===== src/rtl/calseq_pkg.sv =====
package calseq_pkg;
  typedef enum logic {
    SEQ_IDLE = 1'b0,
    SEQ_BUSY = 1'b1
  } seq_state_t;
endpackage


===== src/rtl/cal_run_qualifier.sv =====
// Debounces the command line: needs QUAL low samples, then QUAL high samples.
module cal_run_qualifier #(
  parameter int QUAL = 80
) (
  input  logic clk,
  input  logic rst,
  input  logic cal_cmd,
  output logic cmd_fire
);
  localparam int CW = $clog2(QUAL + 1);
  localparam logic [CW-1:0] QMAX = CW'(QUAL);
  localparam logic [CW-1:0] QLAST = CW'(QUAL - 1);

  logic [CW-1:0] low_cnt, high_cnt;
  logic armed;

  always_ff @(posedge clk) begin
    if (rst) begin
      low_cnt  <= '0;
      high_cnt <= '0;
      armed    <= 1'b0;
      cmd_fire <= 1'b0;
    end else begin
      cmd_fire <= 1'b0;
      if (!cal_cmd) begin
        high_cnt <= '0;
        armed    <= 1'b0;
        if (low_cnt != QMAX) low_cnt <= low_cnt + 1'b1;
      end else begin
        low_cnt <= '0;
        if (high_cnt != QMAX) high_cnt <= high_cnt + 1'b1;
        if (low_cnt != '0) begin
          // first high sample: arm only if preceding low run qualified
          armed <= (low_cnt == QMAX);
        end else if (armed && high_cnt == QLAST) begin
          cmd_fire <= 1'b1;
          armed    <= 1'b0;
        end
      end
    end
  end
endmodule


===== src/rtl/por_delay_timer.sv =====
// Settling delay before the power-on calibration.
module por_delay_timer #(
  parameter int SHORT_DLY = 256,
  parameter int LONG_DLY  = 4096
) (
  input  logic clk,
  input  logic rst,
  input  logic cal_cmd,
  input  logic dly_sel,
  input  logic ext_mode,
  input  logic pd_req,
  input  logic start_seen,
  output logic due
);
  localparam int CW = $clog2(LONG_DLY + 1);
  localparam logic [CW-1:0] SHORT_C = CW'(SHORT_DLY);
  localparam logic [CW-1:0] LONG_C  = CW'(LONG_DLY);

  logic [CW-1:0] cnt;
  logic [CW-1:0] limit;
  logic pending;

  always_comb begin
    limit = (ext_mode || !dly_sel) ? SHORT_C : LONG_C;
    due   = pending && (cnt >= limit);
  end

  always_ff @(posedge clk) begin
    if (rst) begin
      cnt     <= '0;
      pending <= !cal_cmd;
    end else begin
      if (start_seen) pending <= 1'b0;
      if (pending && !pd_req && cnt < limit) cnt <= cnt + 1'b1;
    end
  end
endmodule


===== src/rtl/cal_ctrl_fsm.sv =====
// Launch, busy tracking, power-down deferral and data clock gating.
module cal_ctrl_fsm
  import calseq_pkg::*;
(
  input  logic clk,
  input  logic rst,
  input  logic cmd_fire,
  input  logic por_due,
  input  logic pd_req,
  input  logic cal_done,
  output logic cal_start,
  output logic cal_run,
  output logic dclk_enable,
  output logic pd_active
);
  seq_state_t state, state_nx;
  logic start_nx, pd_nx;

  always_comb begin
    state_nx = state;
    start_nx = 1'b0;
    pd_nx    = pd_active;
    unique case (state)
      SEQ_IDLE: begin
        pd_nx = pd_req;
        if ((cmd_fire || por_due) && !pd_req) begin
          start_nx = 1'b1;
          state_nx = SEQ_BUSY;
          pd_nx    = 1'b0;
        end
      end
      SEQ_BUSY: begin
        pd_nx = 1'b0;
        if (cal_done) begin
          state_nx = SEQ_IDLE;
          pd_nx    = pd_req;
        end
      end
      default: state_nx = SEQ_IDLE;
    endcase
  end

  always_ff @(posedge clk) begin
    if (rst) begin
      state       <= SEQ_IDLE;
      cal_start   <= 1'b0;
      cal_run     <= 1'b0;
      pd_active   <= 1'b0;
      dclk_enable <= 1'b1;
    end else begin
      state       <= state_nx;
      cal_start   <= start_nx;
      cal_run     <= (state_nx == SEQ_BUSY);
      pd_active   <= pd_nx;
      dclk_enable <= !((state_nx == SEQ_BUSY) || pd_nx);
    end
  end
endmodule


===== src/rtl/cal_trigger_seq.sv =====
module cal_trigger_seq #(
  parameter int QUAL_CYCLES = 80,
  parameter int SHORT_DLY   = 256,
  parameter int LONG_DLY    = 4096
) (
  input  logic clk,
  input  logic rst,
  input  logic cal_cmd,
  input  logic dly_sel,
  input  logic pd_req,
  input  logic ext_mode,
  input  logic cal_done,
  output logic cal_start,
  output logic cal_run,
  output logic dclk_enable,
  output logic pd_active
);
  logic cmd_fire, por_due;

  cal_run_qualifier #(.QUAL(QUAL_CYCLES)) u_qual (
    .clk(clk), .rst(rst), .cal_cmd(cal_cmd), .cmd_fire(cmd_fire)
  );

  por_delay_timer #(.SHORT_DLY(SHORT_DLY), .LONG_DLY(LONG_DLY)) u_por (
    .clk(clk), .rst(rst), .cal_cmd(cal_cmd), .dly_sel(dly_sel),
    .ext_mode(ext_mode), .pd_req(pd_req), .start_seen(cal_start), .due(por_due)
  );

  cal_ctrl_fsm u_ctrl (
    .clk(clk), .rst(rst), .cmd_fire(cmd_fire), .por_due(por_due),
    .pd_req(pd_req), .cal_done(cal_done), .cal_start(cal_start),
    .cal_run(cal_run), .dclk_enable(dclk_enable), .pd_active(pd_active)
  );
endmodule


===== config.mk =====
export PLATFORM = sky130hd
export DESIGN_NAME = cal_trigger_seq
export DESIGN_NICKNAME = d
export VERILOG_FILES = /design/src/rtl/calseq_pkg.sv /design/src/rtl/cal_run_qualifier.sv /design/src/rtl/por_delay_timer.sv /design/src/rtl/cal_ctrl_fsm.sv /design/src/rtl/cal_trigger_seq.sv
export SDC_FILE = /design/constraint.sdc
export NUM_CORES = 1
export LEC_CHECK = 0
export BUFFER_PORTS_ARGS = -buffer_cell sky130_fd_sc_hd__clkbuf_2
export CAP_MARGIN = 20
export CELL_PAD_IN_SITES_DETAIL_PLACEMENT = 0
export CELL_PAD_IN_SITES_GLOBAL_PLACEMENT = 2
export CORE_UTILIZATION = 42
export CTS_BUF_LIST = sky130_fd_sc_hd__clkbuf_4
export CTS_CLUSTER_SIZE = 10
export DETAILED_ROUTE_END_ITERATION = 7
export PLACE_DENSITY = 0.92
export REMOVE_ABC_BUFFERS = 1
export SLEW_MARGIN = 20
export SYNTH_ARGS = -nofsm -noshare
export SYNTH_HDL_FRONTEND = slang
export SYNTH_HIERARCHICAL = 1
export SYNTH_SLANG_ARGS = --single-unit

===== constraint.sdc =====
create_clock -name clk -period 5.11 [get_ports clk]
set_clock_uncertainty 0.05 [all_clocks]
set_input_delay 1.022 -clock clk [delete_from_list [all_inputs] [get_ports clk]]
set_output_delay 1.022 -clock clk [all_outputs]
set_load 0.01 [all_outputs]

==> impl_metrics.toml, run 1 <==
[detailed_routing]
drc = 0
dr.pass1.iters = 4
drtAntennaViolNets = 0
first_iter_violations = 61
viasPerCell = 5.32
via_count = 1288
wl_um = 2950
wl_per_cell_um = 12.2

[clocking]
cts-buffers-inserted = 5
postCtsSetupRepairBufs = 0
cts_buffer_depth = 2
cts_max_level = 2
cts_resized = 0
cts_hold_buf = 0
cts-root-buf = "clkbuf_4"
cts_sinks = 34
cts_tree = "built"
cts.reportedPaths.clkPinSlew_ps = 110
clkLatencyLatePin_ps = 340

[global_route]
grt_pass1_vias = 1261
grt_usage_pct = 17.4
gr-max-usage-layer = "met2"
met2_usage_pct = 28.7
grt-ovfl-total = 0
met1_usage_pct = 19.9
grt_util_met3_pct = 5.99
grt_pass1_wl_um = 5510
antenna_found_initial = 0
grt_max_degree = 28

[job]
max_cap_violations = 0

[sta]
relSlewSlack_pct = 66.4
rsz0062_at_grt = "no"
setup_viol = 0
post-route-period-util_pct = 53.6
fmax_mhz = 365
final_hold_viol_count = 0
fin_hold_ws_ps = 433
period_needed_ps = 2740
drv_slew = 0
timing.setup.tns_ps = 0
worstMarginPinSlew_ps = 505

[worst_setup_path]
crit_chain = "clkbuf_2 > nand2b_1 > ha_1 > or3b_2 > a21o_4 > nor4_1 > mux2_2"
critPathSlowestCell = "or3b_2"
start_kind = "primary input"
end_kind = "flop"
critPathArrivalTime_ps = 2940
path_class = "in -> reg"
critPathBufInv = 1
cp_max_fo = 17
critPathTopFamily = "simple AND/OR/NAND/NOR gates"
worstPathRequired_ps = 5310
cpPeakStageDelay_ps = 520

[yosys]
netlist_area_um2 = 1650
synth_top_area_cell = "dfxtp_1"
ys_ff_latch = 34
netlist_top_cells_area = "dfxtp_1 40%, xnor2_1 6.4%, ha_1 6.1%"
yosysWarnings = 6
synth_top_area_share_pct = 40.0
syn_inst = 179
synth_cell_types = 38
syn_avg_cell_area_um2 = 9.22
synth-seq-area-share_pct = 41.8

[layout]
multi_input_area_um2 = 901
area_growth_pct = 11.8
register_area_um2 = 691
nNetsFinal = 208
layout-drive-gt1-share_pct = 14.4
stdcell_count = 242
num_antenna_cells = 0
final_area_um2 = 1850
fillers = 356

[floorplanning]
rows = 22
design.die.area_um2 = 4180
boundaryPins = 11
die_y_um = 64.7
core_um2 = 3720
start_util_pct = 44.4
fp.dieW_um = 64.7

[power_and_ir_drop]
ir_worst_vdd_mv = 0.191
p_per_area_nw_per_um2 = 301
seq_power_share_pct = 49.3
pwr-share-comb_pct = 5.8
p_int_mw = 0.438
p_sw_mw = 0.117
sw_frac_of_total_pct = 21.1
p_leak_nw = 0.674
fin_total_pwr_mw = 0.555
pwr-share-clk_pct = 44.9

[placed_design]
place_inst = 234
place.detailed.hpwl_um = 2120
port_buffers = 10
place_congestion = 0.784
postPlaceCellArea_um2 = 1740

[min_path]
hp-class = "reg -> reg"

[status]
outcome = "completed"
-- cell usage in the layout (no fill, tap or decap), types with 4 or more instances in the layout --
| master | count |
|---|---|
| dfxtp_1 | 33 |
| nor2_1 | 24 |
| xnor2_1 | 12 |
| clkbuf_2 | 10 |
| a21oi_1 | 10 |
| inv_1 | 10 |
| nand3_1 | 9 |
| ha_1 | 8 |
| nor2b_1 | 6 |
| nand2_1 | 6 |
| o31ai_1 | 6 |
| or4_1 | 6 |
| clkbuf_4 | 5 |
| nand4_1 | 5 |
| xor2_1 | 4 |
| nor3_1 | 4 |
-- layout make-up --
class                           instances  share of cell area (%)
Clock inverter                          3                    3.73
Tap cell                               48                    3.25
Multi-Input combinational cell        132                    48.8
Timing Repair Buffer                   10                    2.71
Clock buffer                            5                    2.03
Inverter                               10                    2.03
Sequential cell                        34                    37.4
-- tightest hold or removal path: cells and delay by family, from the launching register on --
family,cells,cell delay (ps)
flip-flops,1,330
AND/OR/NAND/NOR,1,60
AO/OA/AOI/OAI,1,60
-- final timing paths --
check | startpoint | end | slack (ps) | depth (start not counted)
setup / recovery | ext_mode | u_por/cnt[12]$_SDFFE_PP0P_ | 2370 | 7
hold / removal | u_qual/armed$_SDFFE_PP0P_ | u_qual/armed$_SDFFE_PP0P_ | 430 | 2
hold reg to reg | u_qual/armed$_SDFFE_PP0P_ | u_qual/armed$_SDFFE_PP0P_ | 430 | 2
setup reg to reg | u_por/cnt[8]$_SDFFE_PP0P_ | u_por/cnt[12]$_SDFFE_PP0P_ | 2920 | 6
-- synth_stat cells (all sizes together) --
cell / instances
a211oi: 3
a21boi: 1
a21o: 1
a21oi: 10
a221o: 1
and3: 3
and4: 1
clkbuf: 3
dfxtp: 33
edfxtp: 1
ha: 8
inv: 10
mux2: 1
mux2i: 3
nand2: 6
nand2b: 2
nand3: 10
nand4: 5
nand4b: 1
nor2: 24
nor2b: 6
nor3: 4
nor3b: 1
nor4: 3
nor4b: 2
o21ai: 1
o31ai: 6
or2: 3
or3: 2
or3b: 1
or4: 6
or4b: 1
xnor2: 12
xor2: 4
-- flip-flops by register name (all words and copies together), names as in the netlist --
name / flops
u_qual/low_cnt: 7
u_qual/cmd_fire: 1
u_ctrl/state: 1
u_ctrl/dclk_enable: 1
u_qual/high_cnt: 7
u_por/cnt: 13
u_ctrl/pd_active: 1
u_por/pending: 1
u_qual/armed: 1
u_ctrl/cal_start: 1
-- per-layer routing --
layer | up-vias | part of all wire [%] | wire length (um)
met5 | - | 0 | 0
met3 | 2 | 4.3 | 127
met4 | 0 | 0.74 | 22
li1 | 665 | - | -
met2 | 29 | 48 | 1430
met1 | 592 | 47 | 1380
-- power groups by stage --
stage | clock (mW) | sequential (mW) | combinational, mW
6_report | 0.249 | 0.274 | 0.0320
3_3_place_gp | 0 | 0.280 | 0.0317
4_1_cts | 0.257 | 0.274 | 0.0327
2_1_floorplan | 0 | 0.280 | 0.0203
3_5_place_dp | 0 | 0.280 | 0.0325
5_1_grt | 0.270 | 0.275 | 0.0371
-- metrics by stage --
stage	util [%]	setup slack, ps
finish	49.7	2370
CTS	49.7	2390
floorplan	-	2210
global placement	46.8	2060
global route	49.7	2300
detailed placement	46.8	2010
-- kinds of logic (layout without fill, tap and decap cells) --
kind of cell / after synthesis / after routing / synth area share (%)
flops: 34 / 34 / 41.8
simple gates: 81 / 81 / 28.1
mux: 4 / 4 / 2.50
xor+xnor: 16 / 16 / 8.49
fa+ha+maj: 8 / 8 / 6.07
buf+inv: 13 / 28 / 3.56
compound gates: 23 / 23 / 9.40
Power figures use the tool's default switching activity.
==> run 2, diff against run 1 <==
Settings changed: ABC_AREA set to 1, CORE_UTILIZATION 42 to 32, PLACE_DENSITY 0.92 to 0.82.
Clock period 5.11 ns to 2.3 ns, I/O delays scaled along.
==> run 2 against run 1 <==
Wire length up 24%. Global-route usage fell by 3.7 points. Flip-flop and latch count did not move. Clock-buffer cell count increased by 1. Largest cell class unchanged. Combinational power rose to 2.5 times the previous value. Final cell count grew 45%.
==> impl_metrics.toml, run 2 <==
[sta]
relSlewSlack_pct = 78.1
setup_viol = 0
post-route-period-util_pct = 73.2
worstMarginPinSlew_ps = 328
period_needed_ps = 1680
timing.setup.tns_ps = 0
final_hold_viol_count = 0
fmax_mhz = 594
drv_slew = 0
rsz0062_at_grt = "no"

[global_route]
grt-ovfl-total = 0
grt_pass1_wl_um = 6550
antenna_found_initial = 0
grt_max_degree = 14
grt_pass1_vias = 1516
grt_usage_pct = 13.7

[job]
max_cap_violations = 0

[power_and_ir_drop]
p_leak_nw = 0.835
p_per_area_nw_per_um2 = 496
ir_worst_vdd_mv = 0.212

[placed_design]
place_congestion = 0.744
port_buffers = 10
place.detailed.hpwl_um = 2790
postPlaceCellArea_um2 = 2010

[worst_setup_path]
end_kind = "flop"
path_class = "reg -> reg"
rrSetupSlack_ps = 620
start_kind = "flop"
cp_max_fo = 8
worstPathRequired_ps = 2490
critPathArrivalTime_ps = 1880

[clocking]
cts.reportedPaths.clkPinSlew_ps = 100
postCtsSetupRepairBufs = 0
cts-buffers-inserted = 5
cts_tree = "built"
cts-root-buf = "clkbuf_4"
cts_hold_buf = 0
clkLatencyLatePin_ps = 330
cts_buffer_depth = 2
cts_max_level = 2
cts_sinks = 34
cts_resized = 0

[detailed_routing]
wl_per_cell_um = 10.4
first_iter_violations = 38
drc = 0
viasPerCell = 4.39
via_count = 1542
drtAntennaViolNets = 0
dr.pass1.iters = 4
wl_um = 3650

[floorplanning]
rows = 27
start_util_pct = 33.5
design.die.area_um2 = 6140
fp.dieW_um = 78.4
boundaryPins = 11
core_um2 = 5570
die_y_um = 78.4

[layout]
final_cell_mix = "52 x nand2_1, 39 x nor2_1, 36 x inv_1"
num_antenna_cells = 0
area_growth_pct = 10.4
largest_reg_flops = 13
register_area_um2 = 691
fillers = 632
final_area_um2 = 2060
max_flop_register = "u_por/cnt"
reg.largest.list = "u_por/cnt x13, u_qual/high_cnt x7, u_qual/low_cnt x7"
final_common_cell = "nand2_1"
layout-drive-gt1-share_pct = 19.7
nNetsFinal = 293
multi_input_area_um2 = 1010

[yosys]
post-synth-top-count-cell = "nand2_1"
synth-edff-count = 1
synth_top_area_cell = "dfxtp_1"
synth_top_area_share_pct = 35.4
syn_inst = 261
syn_avg_cell_area_um2 = 7.15
ys_top_cells_by_count = "52 x nand2_1, 39 x nor2_1, 36 x inv_1"
netlist_top_cells_area = "dfxtp_1 35%, nand2_1 10%, nor2_1 7.8%"
synth_cell_types = 29
yosysWarnings = 6
synth-seq-area-share_pct = 37.0
synth_top_flop_cell = "dfxtp_1"
netlist_area_um2 = 1870
ys_ff_latch = 34
ys_async_sr_fraction_pct = 0

[min_path]
hp-class = "in -> reg"

[status]
outcome = "completed"
## run 2: cell type report
| class | instances | share of cell area, % |
|---|---|---|
| clock inverters | 2 | 0.425 |
| multi-input cells | 185 | 49.3 |
| flip-flops and latches | 34 | 33.5 |
| clock buffers | 6 | 2.19 |
| repair buffers | 10 | 2.43 |
| inverters | 42 | 7.78 |
| well taps | 72 | 4.37 |
## run 2: critical path, cell delays in order, from the launching register on
cell     delay, ps
dfxtp_1        460
inv_2           80
ha_1           210
nand3_2         80
nand2_2         80
nand2_4        130
inv_4           70
a21oi_1        140
inv_1           50
nand2_1         60
nand2_2         70
nand3_1         70
nand2_1         50
## run 2: layer usage
layer,GRT usage [%],vias up,routed length [um]
met5,0,-,0
met4,6.11,0,55
met3,3.49,5,77
met2,23.5,9,1730
met1,16.0,679,1790
li1,-,849,-
## run 2: power by group
part	internal (mW)	leakage [nW]	switching, mW	total [mW]
Clock	0.127	0.0331	0.207	0.333
Combinational	0.0286	0.524	0.0522	0.0808
Sequential	0.601	0.277	0.00663	0.608
Total	0.757	0.835	0.266	1.02
## run 2: worst paths after layout
| kind | endpoint | start | cells after the start |
|---|---|---|---|
| min | u_ctrl/pd_active$_SDFF_PP0_ | pd_req | 3 |
| max | u_ctrl/dclk_enable$_SDFF_PP1_ | u_por/cnt[8]$_SDFFE_PP0P_ | 12 |
| min reg2reg | u_qual/high_cnt[6]$_SDFFE_PP0P_ | u_qual/high_cnt[6]$_SDFFE_PP0P_ | 2 |
| max reg2reg | u_ctrl/dclk_enable$_SDFF_PP1_ | u_por/cnt[8]$_SDFFE_PP0P_ | 12 |
## run 2: stage by stage
step	total power [mW]	instances	util, %	hold WS [ps]	setup WS [ps]
3_5_place_dp	0.704	343	36.0	410	438
5_1_grt	1.08	351	36.9	309	414
6_report	1.02	351	36.9	326	616
2_1_floorplan	0.677	261	-	389	634
4_1_cts	1.04	351	36.9	309	604
3_3_place_gp	0.703	343	36.0	401	449
## run 2: cells by family (layout without fill, tap and decap cells)
logic type / Yosys count / in the layout / share of synthesized area (%)
AND/OR/NAND/NOR: 149 / 149 / 40.2
buffers and inverters: 42 / 60 / 8.59
flip-flops: 34 / 34 / 37.0
AO/OA/AOI/OAI: 24 / 24 / 6.91
adder cells (fa/ha/maj): 8 / 8 / 5.37
XOR/XNOR: 4 / 4 / 1.88
